--- config.mk ---
export PLATFORM = sky130hd
export DESIGN_NAME = sd_cmd_rsp_rx
export DESIGN_NICKNAME = d
export VERILOG_FILES = /design/src/rtl/sd_rsp_pkg.sv /design/src/rtl/sd_rsp_deser.sv /design/src/rtl/sd_rsp_fifo.sv /design/src/rtl/sd_rsp_status.sv /design/src/rtl/sd_cmd_rsp_rx.sv
export SDC_FILE = /design/constraint.sdc
export NUM_CORES = 1
export LEC_CHECK = 0
export BUFFER_PORTS_ARGS = -buffer_cell sky130_fd_sc_hd__buf_2
export CAP_MARGIN = 15
export CORE_MARGIN = 2
export CORE_UTILIZATION = 53
export DETAILED_ROUTE_END_ITERATION = 8
export PLACE_DENSITY = 0.73
export SYNTH_ARGS = -nofsm -noshare
export SYNTH_HDL_FRONTEND = slang
export SYNTH_SLANG_ARGS = --single-unit
--- constraint.sdc ---
create_clock -name clk -period 3 [get_ports clk]
set_input_delay 0.9 -clock clk [delete_from_list [all_inputs] [get_ports clk]]
set_output_delay 0.9 -clock clk [all_outputs]
set_load 0.05 [all_outputs]
--- src/rtl/sd_rsp_pkg.sv ---
package sd_rsp_pkg;

  localparam int WORD_W      = 16;
  localparam int STAT_W      = 16;
  localparam int FRAME_MAX   = 136;
  localparam int SHORT_LEN   = 48;
  localparam int LONG_LEN    = 136;
  localparam int LONG_PAY    = 128;
  localparam int SHORT_CRC_N = 40;
  localparam int LONG_HDR    = 8;
  localparam int FIFO_DEPTH  = LONG_PAY / WORD_W;
  localparam int SHORT_WORDS = SHORT_LEN / WORD_W;
  localparam int LVL_W       = $clog2(FIFO_DEPTH + 1);
  localparam int PACK_W      = FIFO_DEPTH * WORD_W;

  localparam int FLAG_END = 13;
  localparam int FLAG_CRC = 5;
  localparam int FLAG_TO  = 1;
  localparam logic [STAT_W-1:0] FLAG_MASK =
    STAT_W'((1 << FLAG_END) | (1 << FLAG_CRC) | (1 << FLAG_TO));

  typedef enum logic [1:0] {
    RSP_NONE      = 2'd0,
    RSP_SHORT_CRC = 2'd1,
    RSP_LONG      = 2'd2,
    RSP_SHORT_RAW = 2'd3
  } rsp_kind_e;

  typedef enum logic [1:0] {
    ST_IDLE = 2'd0,
    ST_WAIT = 2'd1,
    ST_CAP  = 2'd2
  } rx_state_e;

  // One serial step of the x^7 + x^3 + 1 remainder register.
  function automatic logic [6:0] crc7_next(input logic [6:0] crc, input logic b);
    logic fb;
    fb = crc[6] ^ b;
    return {crc[5:0], 1'b0} ^ (fb ? 7'h09 : 7'h00);
  endfunction

  // Total frame length in bits, counting start and end bits.
  function automatic logic [7:0] frame_len(input rsp_kind_e k);
    return (k == RSP_LONG) ? 8'(LONG_LEN) : 8'(SHORT_LEN);
  endfunction

  // True when the bit at position idx (0 = start bit) is covered by the CRC.
  function automatic logic crc_covers(input rsp_kind_e k, input logic [7:0] idx);
    if (k == RSP_LONG)
      return (idx >= 8'(LONG_HDR)) && (idx < 8'(LONG_PAY));
    return idx < 8'(SHORT_CRC_N);
  endfunction

  // Word image loaded into the FIFO, word 0 in the top slice.
  function automatic logic [PACK_W-1:0] pack_words(input logic [FRAME_MAX-1:0] fr,
                                                   input logic is_long);
    if (is_long)
      return fr[LONG_PAY-1:0];
    return {fr[SHORT_LEN-1:0], {(PACK_W-SHORT_LEN){1'b0}}};
  endfunction

  function automatic logic [LVL_W-1:0] word_count(input logic is_long);
    return is_long ? LVL_W'(FIFO_DEPTH) : LVL_W'(SHORT_WORDS);
  endfunction

endpackage

--- src/rtl/sd_rsp_deser.sv ---
module sd_rsp_deser
  import sd_rsp_pkg::*;
#(
  parameter int TO_W = 8
) (
  input  logic                 clk,
  input  logic                 rst_n,
  input  logic                 start,
  input  logic [1:0]           kind,
  input  logic                 cmd_in,
  input  logic [TO_W-1:0]      to_lim,
  output logic                 busy,
  output logic                 fin_evt,
  output logic                 to_evt,
  output logic                 none_evt,
  output logic                 crc_bad,
  output logic                 cur_long,
  output logic [FRAME_MAX-1:0] frame
);

  localparam logic [TO_W:0] CNT_ONE = (TO_W+1)'(1);

  rx_state_e            state;
  rsp_kind_e            cur_kind;
  logic [TO_W:0]        wait_cnt;
  logic [7:0]           bit_idx;
  logic [FRAME_MAX-2:0] sr;
  logic [6:0]           crc_q;
  logic [7:0]           len;
  logic                 at_last;

  always_comb begin
    len      = frame_len(cur_kind);
    at_last  = (state == ST_CAP) && (bit_idx == len - 8'd1);
    fin_evt  = at_last && !start;
    to_evt   = (state == ST_WAIT) && cmd_in && !start &&
               ((wait_cnt + CNT_ONE) >= {1'b0, to_lim});
    none_evt = start && (rsp_kind_e'(kind) == RSP_NONE);
    frame    = {sr, cmd_in};
    crc_bad  = fin_evt && (cur_kind != RSP_SHORT_RAW) && (crc_q != frame[7:1]);
    busy     = (state != ST_IDLE);
    cur_long = (cur_kind == RSP_LONG);
  end

  always_ff @(posedge clk or negedge rst_n) begin
    if (!rst_n) begin
      state    <= ST_IDLE;
      cur_kind <= RSP_NONE;
      wait_cnt <= '0;
      bit_idx  <= '0;
      sr       <= '0;
      crc_q    <= '0;
    end else if (start) begin
      cur_kind <= rsp_kind_e'(kind);
      wait_cnt <= '0;
      state    <= (rsp_kind_e'(kind) == RSP_NONE) ? ST_IDLE : ST_WAIT;
    end else begin
      unique case (state)
        ST_WAIT: begin
          if (!cmd_in) begin
            state   <= ST_CAP;
            bit_idx <= 8'd1;
            sr      <= '0;
            crc_q   <= '0;
          end else if (to_evt) begin
            state <= ST_IDLE;
          end else begin
            wait_cnt <= wait_cnt + CNT_ONE;
          end
        end
        ST_CAP: begin
          sr      <= {sr[FRAME_MAX-3:0], cmd_in};
          bit_idx <= bit_idx + 8'd1;
          if (crc_covers(cur_kind, bit_idx))
            crc_q <= crc7_next(crc_q, cmd_in);
          if (at_last)
            state <= ST_IDLE;
        end
        default: state <= ST_IDLE;
      endcase
    end
  end

endmodule

--- src/rtl/sd_rsp_fifo.sv ---
module sd_rsp_fifo #(
  parameter int W     = 16,
  parameter int DEPTH = 8
) (
  input  logic                       clk,
  input  logic                       rst_n,
  input  logic                       clr,
  input  logic                       load,
  input  logic [$clog2(DEPTH+1)-1:0] load_cnt,
  input  logic [DEPTH*W-1:0]         load_data,
  input  logic                       rd,
  output logic [W-1:0]               dout,
  output logic [$clog2(DEPTH+1)-1:0] level
);

  localparam int PTR_W = $clog2(DEPTH);
  localparam int LVL_W = $clog2(DEPTH+1);

  logic [W-1:0]     mem [DEPTH];
  logic [PTR_W-1:0] rd_ptr;

  for (genvar i = 0; i < DEPTH; i++) begin : g_slot
    always_ff @(posedge clk or negedge rst_n) begin
      if (!rst_n)
        mem[i] <= '0;
      else if (load && !clr)
        mem[i] <= load_data[(DEPTH-1-i)*W +: W];
    end
  end

  always_ff @(posedge clk or negedge rst_n) begin
    if (!rst_n) begin
      rd_ptr <= '0;
      level  <= '0;
    end else if (clr) begin
      rd_ptr <= '0;
      level  <= '0;
    end else if (load) begin
      rd_ptr <= '0;
      level  <= load_cnt;
    end else if (rd && (level != '0)) begin
      rd_ptr <= rd_ptr + PTR_W'(1);
      level  <= level - LVL_W'(1);
    end
  end

  assign dout = (level != '0) ? mem[rd_ptr] : '0;

endmodule

--- src/rtl/sd_rsp_status.sv ---
module sd_rsp_status #(
  parameter int          W    = 16,
  parameter logic [15:0] MASK = 16'h2022
) (
  input  logic         clk,
  input  logic         rst_n,
  input  logic [W-1:0] set_vec,
  input  logic         clr_en,
  input  logic [W-1:0] clr_vec,
  output logic [W-1:0] stat
);

  logic [W-1:0] nxt;

  always_comb begin
    nxt = stat & ~(clr_en ? clr_vec : '0);
    nxt = (nxt | set_vec) & W'(MASK);
  end

  always_ff @(posedge clk or negedge rst_n) begin
    if (!rst_n)
      stat <= '0;
    else
      stat <= nxt;
  end

endmodule

--- src/rtl/sd_cmd_rsp_rx.sv ---
module sd_cmd_rsp_rx
  import sd_rsp_pkg::*;
#(
  parameter int          TO_W     = 8,
  parameter logic [7:0]  TO_RESET = 8'hFF
) (
  input  logic              clk,
  input  logic              rst_n,
  input  logic              start,
  input  logic [1:0]        rsp_type,
  input  logic              cmd_in,
  input  logic              to_wr,
  input  logic [TO_W-1:0]   to_wdata,
  input  logic              stat_wr,
  input  logic [STAT_W-1:0] stat_wdata,
  output logic [STAT_W-1:0] stat,
  input  logic              fifo_rd,
  output logic [WORD_W-1:0] fifo_dout,
  output logic [LVL_W-1:0]  fifo_level,
  output logic              busy
);

  logic [TO_W-1:0]      to_lim;
  logic                 fin_evt;
  logic                 to_evt;
  logic                 none_evt;
  logic                 crc_bad;
  logic                 cur_long;
  logic [FRAME_MAX-1:0] frame;
  logic [STAT_W-1:0]    set_vec;

  always_ff @(posedge clk or negedge rst_n) begin
    if (!rst_n)
      to_lim <= TO_W'(TO_RESET);
    else if (to_wr)
      to_lim <= to_wdata;
  end

  sd_rsp_deser #(.TO_W(TO_W)) u_deser (
    .clk      (clk),
    .rst_n    (rst_n),
    .start    (start),
    .kind     (rsp_type),
    .cmd_in   (cmd_in),
    .to_lim   (to_lim),
    .busy     (busy),
    .fin_evt  (fin_evt),
    .to_evt   (to_evt),
    .none_evt (none_evt),
    .crc_bad  (crc_bad),
    .cur_long (cur_long),
    .frame    (frame)
  );

  sd_rsp_fifo #(.W(WORD_W), .DEPTH(FIFO_DEPTH)) u_fifo (
    .clk       (clk),
    .rst_n     (rst_n),
    .clr       (start),
    .load      (fin_evt),
    .load_cnt  (word_count(cur_long)),
    .load_data (pack_words(frame, cur_long)),
    .rd        (fifo_rd),
    .dout      (fifo_dout),
    .level     (fifo_level)
  );

  always_comb begin
    set_vec           = '0;
    set_vec[FLAG_END] = fin_evt | to_evt | none_evt;
    set_vec[FLAG_TO]  = to_evt;
    set_vec[FLAG_CRC] = crc_bad;
  end

  sd_rsp_status #(.W(STAT_W), .MASK(FLAG_MASK)) u_stat (
    .clk     (clk),
    .rst_n   (rst_n),
    .set_vec (set_vec),
    .clr_en  (stat_wr),
    .clr_vec (stat_wdata),
    .stat    (stat)
  );

endmodule

==> impl_metrics.json <==
{
  "post_synthesis_compound_gate_area_fraction_pct": 4.37,
  "maxClockFrequency_ghz": 0.318,
  "synth_simple_gate_area_share_pct": 26.4,
  "setup_viol_count_final": 16,
  "r2r.worst_path.cells": 11,
  "synth-seq-cells": 301,
  "nNetsFinal": 1575,
  "htree_levels": 1,
  "tritoncts.num_buffers": 31,
  "initial_util_pct": 53.9,
  "run_status": "complete, but fails checks",
  "synth-adder-area-share_pct": 1.43,
  "syn_avg_cell_area_um2": 9.18,
  "first_pass_grt_wire_length_mm": 55.4,
  "ratio_of_routed_vias_to_standard_cells": 5.72,
  "post_layout_nonfiller_instances": 1880,
  "synth.lib_cells_used.distinct": 48,
  "die_height_um": 167,
  "tritoncts": "yes",
  "detail_route.iter0.violations": 1101,
  "tritoncts_num_sinks": 301,
  "antenna_found_initial": 0,
  "place_worst_setup_slack_ns": 0.182,
  "placedCellCount": 1818,
  "multiplexer_fraction_of_the_synthesized_cell_area_pct": 7.24,
  "row_count": 59,
  "failed_checks": "negative setup slack",
  "post_cts_hold_buffer_count": 0,
  "grt_max_degree": 130,
  "cts.path.max_buffers": 3,
  "cp.arrival_ns": 2.25,
  "clkTransAtPathRegs_ns": 0.06,
  "regToRegEndpoint": "u_deser.wait_cnt[6]",
  "globalRoute.totalOverflow": 0,
  "synth_top_family_by_area": "simple AND/OR/NAND/NOR gates",
  "synth_top_area_cell": "sky130_fd_sc_hd__dfrtp_1",
  "yosysTopAreaCellShare_pct": 52.2,
  "boundaryPins": 70,
  "p_leak_uw": 0.00776,
  "area_growth_syn_to_fin_pct": 12.1,
  "critical_path_required_time_ns": 2.10,
  "endpoint_kind": "primary output",
  "globalRouteTotalUtil_pct": 24.2,
  "number_of_global_route_vias_before_repair": 10500,
  "synth.yosys.seq_area_share_pct": 53.7,
  "port-buffer-count": 43,
  "power.ir.vdd_worst_mv": 0.941,
  "synth_area_um2": 14000,
  "powerDensity_nw_per_um2": 691,
  "detail-route-antenna-nets": 0,
  "warnings_synthesis": 0,
  "wire_per_inst_um": 17.7,
  "grt_setup_unrepaired": "yes",
  "final_period_minus_worst_setup_slack_ns": 3.15,
  "netlist_top_cells_area": "sky130_fd_sc_hd__dfrtp_1 (52%), sky130_fd_sc_hd__nand2_1 (14%), sky130_fd_sc_hd__nand3_1 (7.6%)",
  "layout.area.seq_um2": 7540,
  "dieWidth_um": 167,
  "route.final.wire_length_mm": 33.2,
  "num-fill-cells": 2176,
  "clock_tree.root_cell": "sky130_fd_sc_hd__clkbuf_16",
  "syn-instance-count": 1529,
  "yosys.area_share.xor_xnor_pct": 1.56,
  "layout-drive-gt1-share_pct": 11.6,
  "max_slew_violation_count": 0,
  "total_count_of_hold_check_failures_in_the_final_report": 0,
  "slew_headroom_pct": 51.4,
  "gpl.final_weighted_congestion": 0.782,
  "timing.rr.start": "u_deser.wait_cnt[0]",
  "die_area_um2": 27800,
  "max_slew.worst_pin.slew_ns": 0.729,
  "fin_tns_setup_ns": -1.51,
  "multiInputGateArea_um2": 5850,
  "hold_path.class": "in -> async",
  "largest_driver_fanout_on_the_critical_path": 6,
  "maxCapViolations": 0,
  "fin_ws_ns": -0.146,
  "firstDrtPassIters": 5,
  "clock_latency_ns": 0.56,
  "insertedDiodeCount": 0,
  "regToRegSetupSlack_ns": 0.15,
  "final_min_period_over_clock_period_pct": 105,
  "post-route-drc-count": 0,
  "detailedPlacementHpwl_mm": 19.7,
  "route.vias.total": 10700,
  "worst_setup_path_start_kind": "flop",
  "total_power_uw": 10900,
  "area_of_the_core_um2": 26100,
  "fin_worst_skew_ns": 0.0191,
  "timing.setup.critical_path_class": "reg -> out"
}
## sequential cells by signal, indices dropped and copies added, names as in the netlist
register	count
to_lim	8
u_deser.bit_idx	8
u_deser.crc_q	7
u_deser.cur_kind	2
u_deser.sr	127
u_deser.state	2
u_deser.wait_cnt	9
u_fifo.level	4
u_fifo.mem	128
u_fifo.rd_ptr	3
u_stat.stat	3
## what timing repair did
action,CTS,global route
setup buffers,8,0
gates resized for setup,45,1
cloned,4,0
setup endpoints to repair,16,16
pin swaps,4,5
## cells in the final DEF, fill, tap and decap left out, types with 16 or more instances in the layout
cell type and count:
sky130_fd_sc_hd__nor2_1 81, sky130_fd_sc_hd__buf_6 18, sky130_fd_sc_hd__nand2_1 540, sky130_fd_sc_hd__o21ai_0 24
sky130_fd_sc_hd__dfrtp_1 292, sky130_fd_sc_hd__mux4_2 32, sky130_fd_sc_hd__mux2i_1 23, sky130_fd_sc_hd__nand3_1 214
sky130_fd_sc_hd__buf_2 26, sky130_fd_sc_hd__buf_12 16, sky130_fd_sc_hd__a31oi_1 49, sky130_fd_sc_hd__clkbuf_16 31
sky130_fd_sc_hd__inv_1 23
## logic make-up after synthesis
group	after synthesis
AO/OA/AOI/OAI	101
XOR/XNOR	25
adder cells (fa/ha/maj)	16
buffers and inverters	148
flip-flops	301
multiplexers	61
other	1
AND/OR/NAND/NOR	876
## cell type report
class / count / share of cell area [%]
flip-flops and latches: 301 / 47.9
multi-input cells: 1092 / 37.2
clock buffers: 48 / 5.65
repair buffers: 77 / 5.39
well taps: 335 / 2.66
clock inverters: 4 / 0.604
inverters: 23 / 0.549
## power by group
part           internal (µW)  switching, µW
logic                   1020           1810
registers               4160           83.4
clock network           2270           1530
## metrics by stage
stage                     hold slack, ns  cell area [µm²]  util, %
after floorplan                    0.433            14100        -
after global placement             0.444            14500     55.5
final                              0.248            15700     60.4
after CTS                          0.259            15800     60.5
after detailed placement           0.452            14500     55.5
after global routing               0.277            15700     60.4
## how the worst max path moves through the flow
stage	startpoint	end	slack, ns
after detailed placement	u_deser.wait_cnt[0]	u_deser.wait_cnt[6]	0.18
after floorplan	u_fifo.level[0]	fifo_dout[10]	-0.005
after global placement	u_deser.wait_cnt[0]	u_deser.wait_cnt[5]	0.27
final	u_fifo.rd_ptr[0]	fifo_dout[5]	-0.15
after global routing	u_fifo.rd_ptr[0]	fifo_dout[7]	-0.22
after CTS	u_fifo.rd_ptr[0]	fifo_dout[1]	-0.17
## cell usage after synthesis, drive strengths merged
master   instances
inv             23
o211ai           1
a22oi            1
o31ai            1
or2              1
a211oi           3
mux4            32
o221ai           1
conb             1
dfrtp          293
nor4b            1
mux2i           25
nor3             3
a22o             2
o21a             2
or4              2
ha              16
and2             1
buf             55
nand2          540
nor2b            4
xor2            11
nand3          215
or3              6
and3             2
and3b            2
nor3b            2
a311o            1
clkbuf          70
nand4            6
nand2b           2
a21oi           15
nor2            85
o21ai           24
dfstp            8
nand3b           3
mux2             4
o2bb2ai          1
xnor2           14
nor4             1
a31oi           49
## critical path, stage by stage (launching register included)
cell	delay (ns)
sky130_fd_sc_hd__dfrtp_2	0.45
sky130_fd_sc_hd__buf_4	0.17
sky130_fd_sc_hd__buf_12	0.14
sky130_fd_sc_hd__mux4_2	0.34
sky130_fd_sc_hd__mux2i_1	0.07
sky130_fd_sc_hd__nor2_1	0.30
sky130_fd_sc_hd__buf_6	0.22
## per-layer routing
layer / GRT usage [%] / part of all wire [%] / vias to the layer above / wire [µm]
met5: 0 / 0 / - / 0
met4: 6.63 / 2.4 / 0 / 806
met1: 34.7 / 44 / 5340 / 14600
met2: 38.9 / 47 / 307 / 15800
li1: - / - / 5048 / -
met3: 3.85 / 6.1 / 54 / 2040
(Power assumes the default switching activity.)
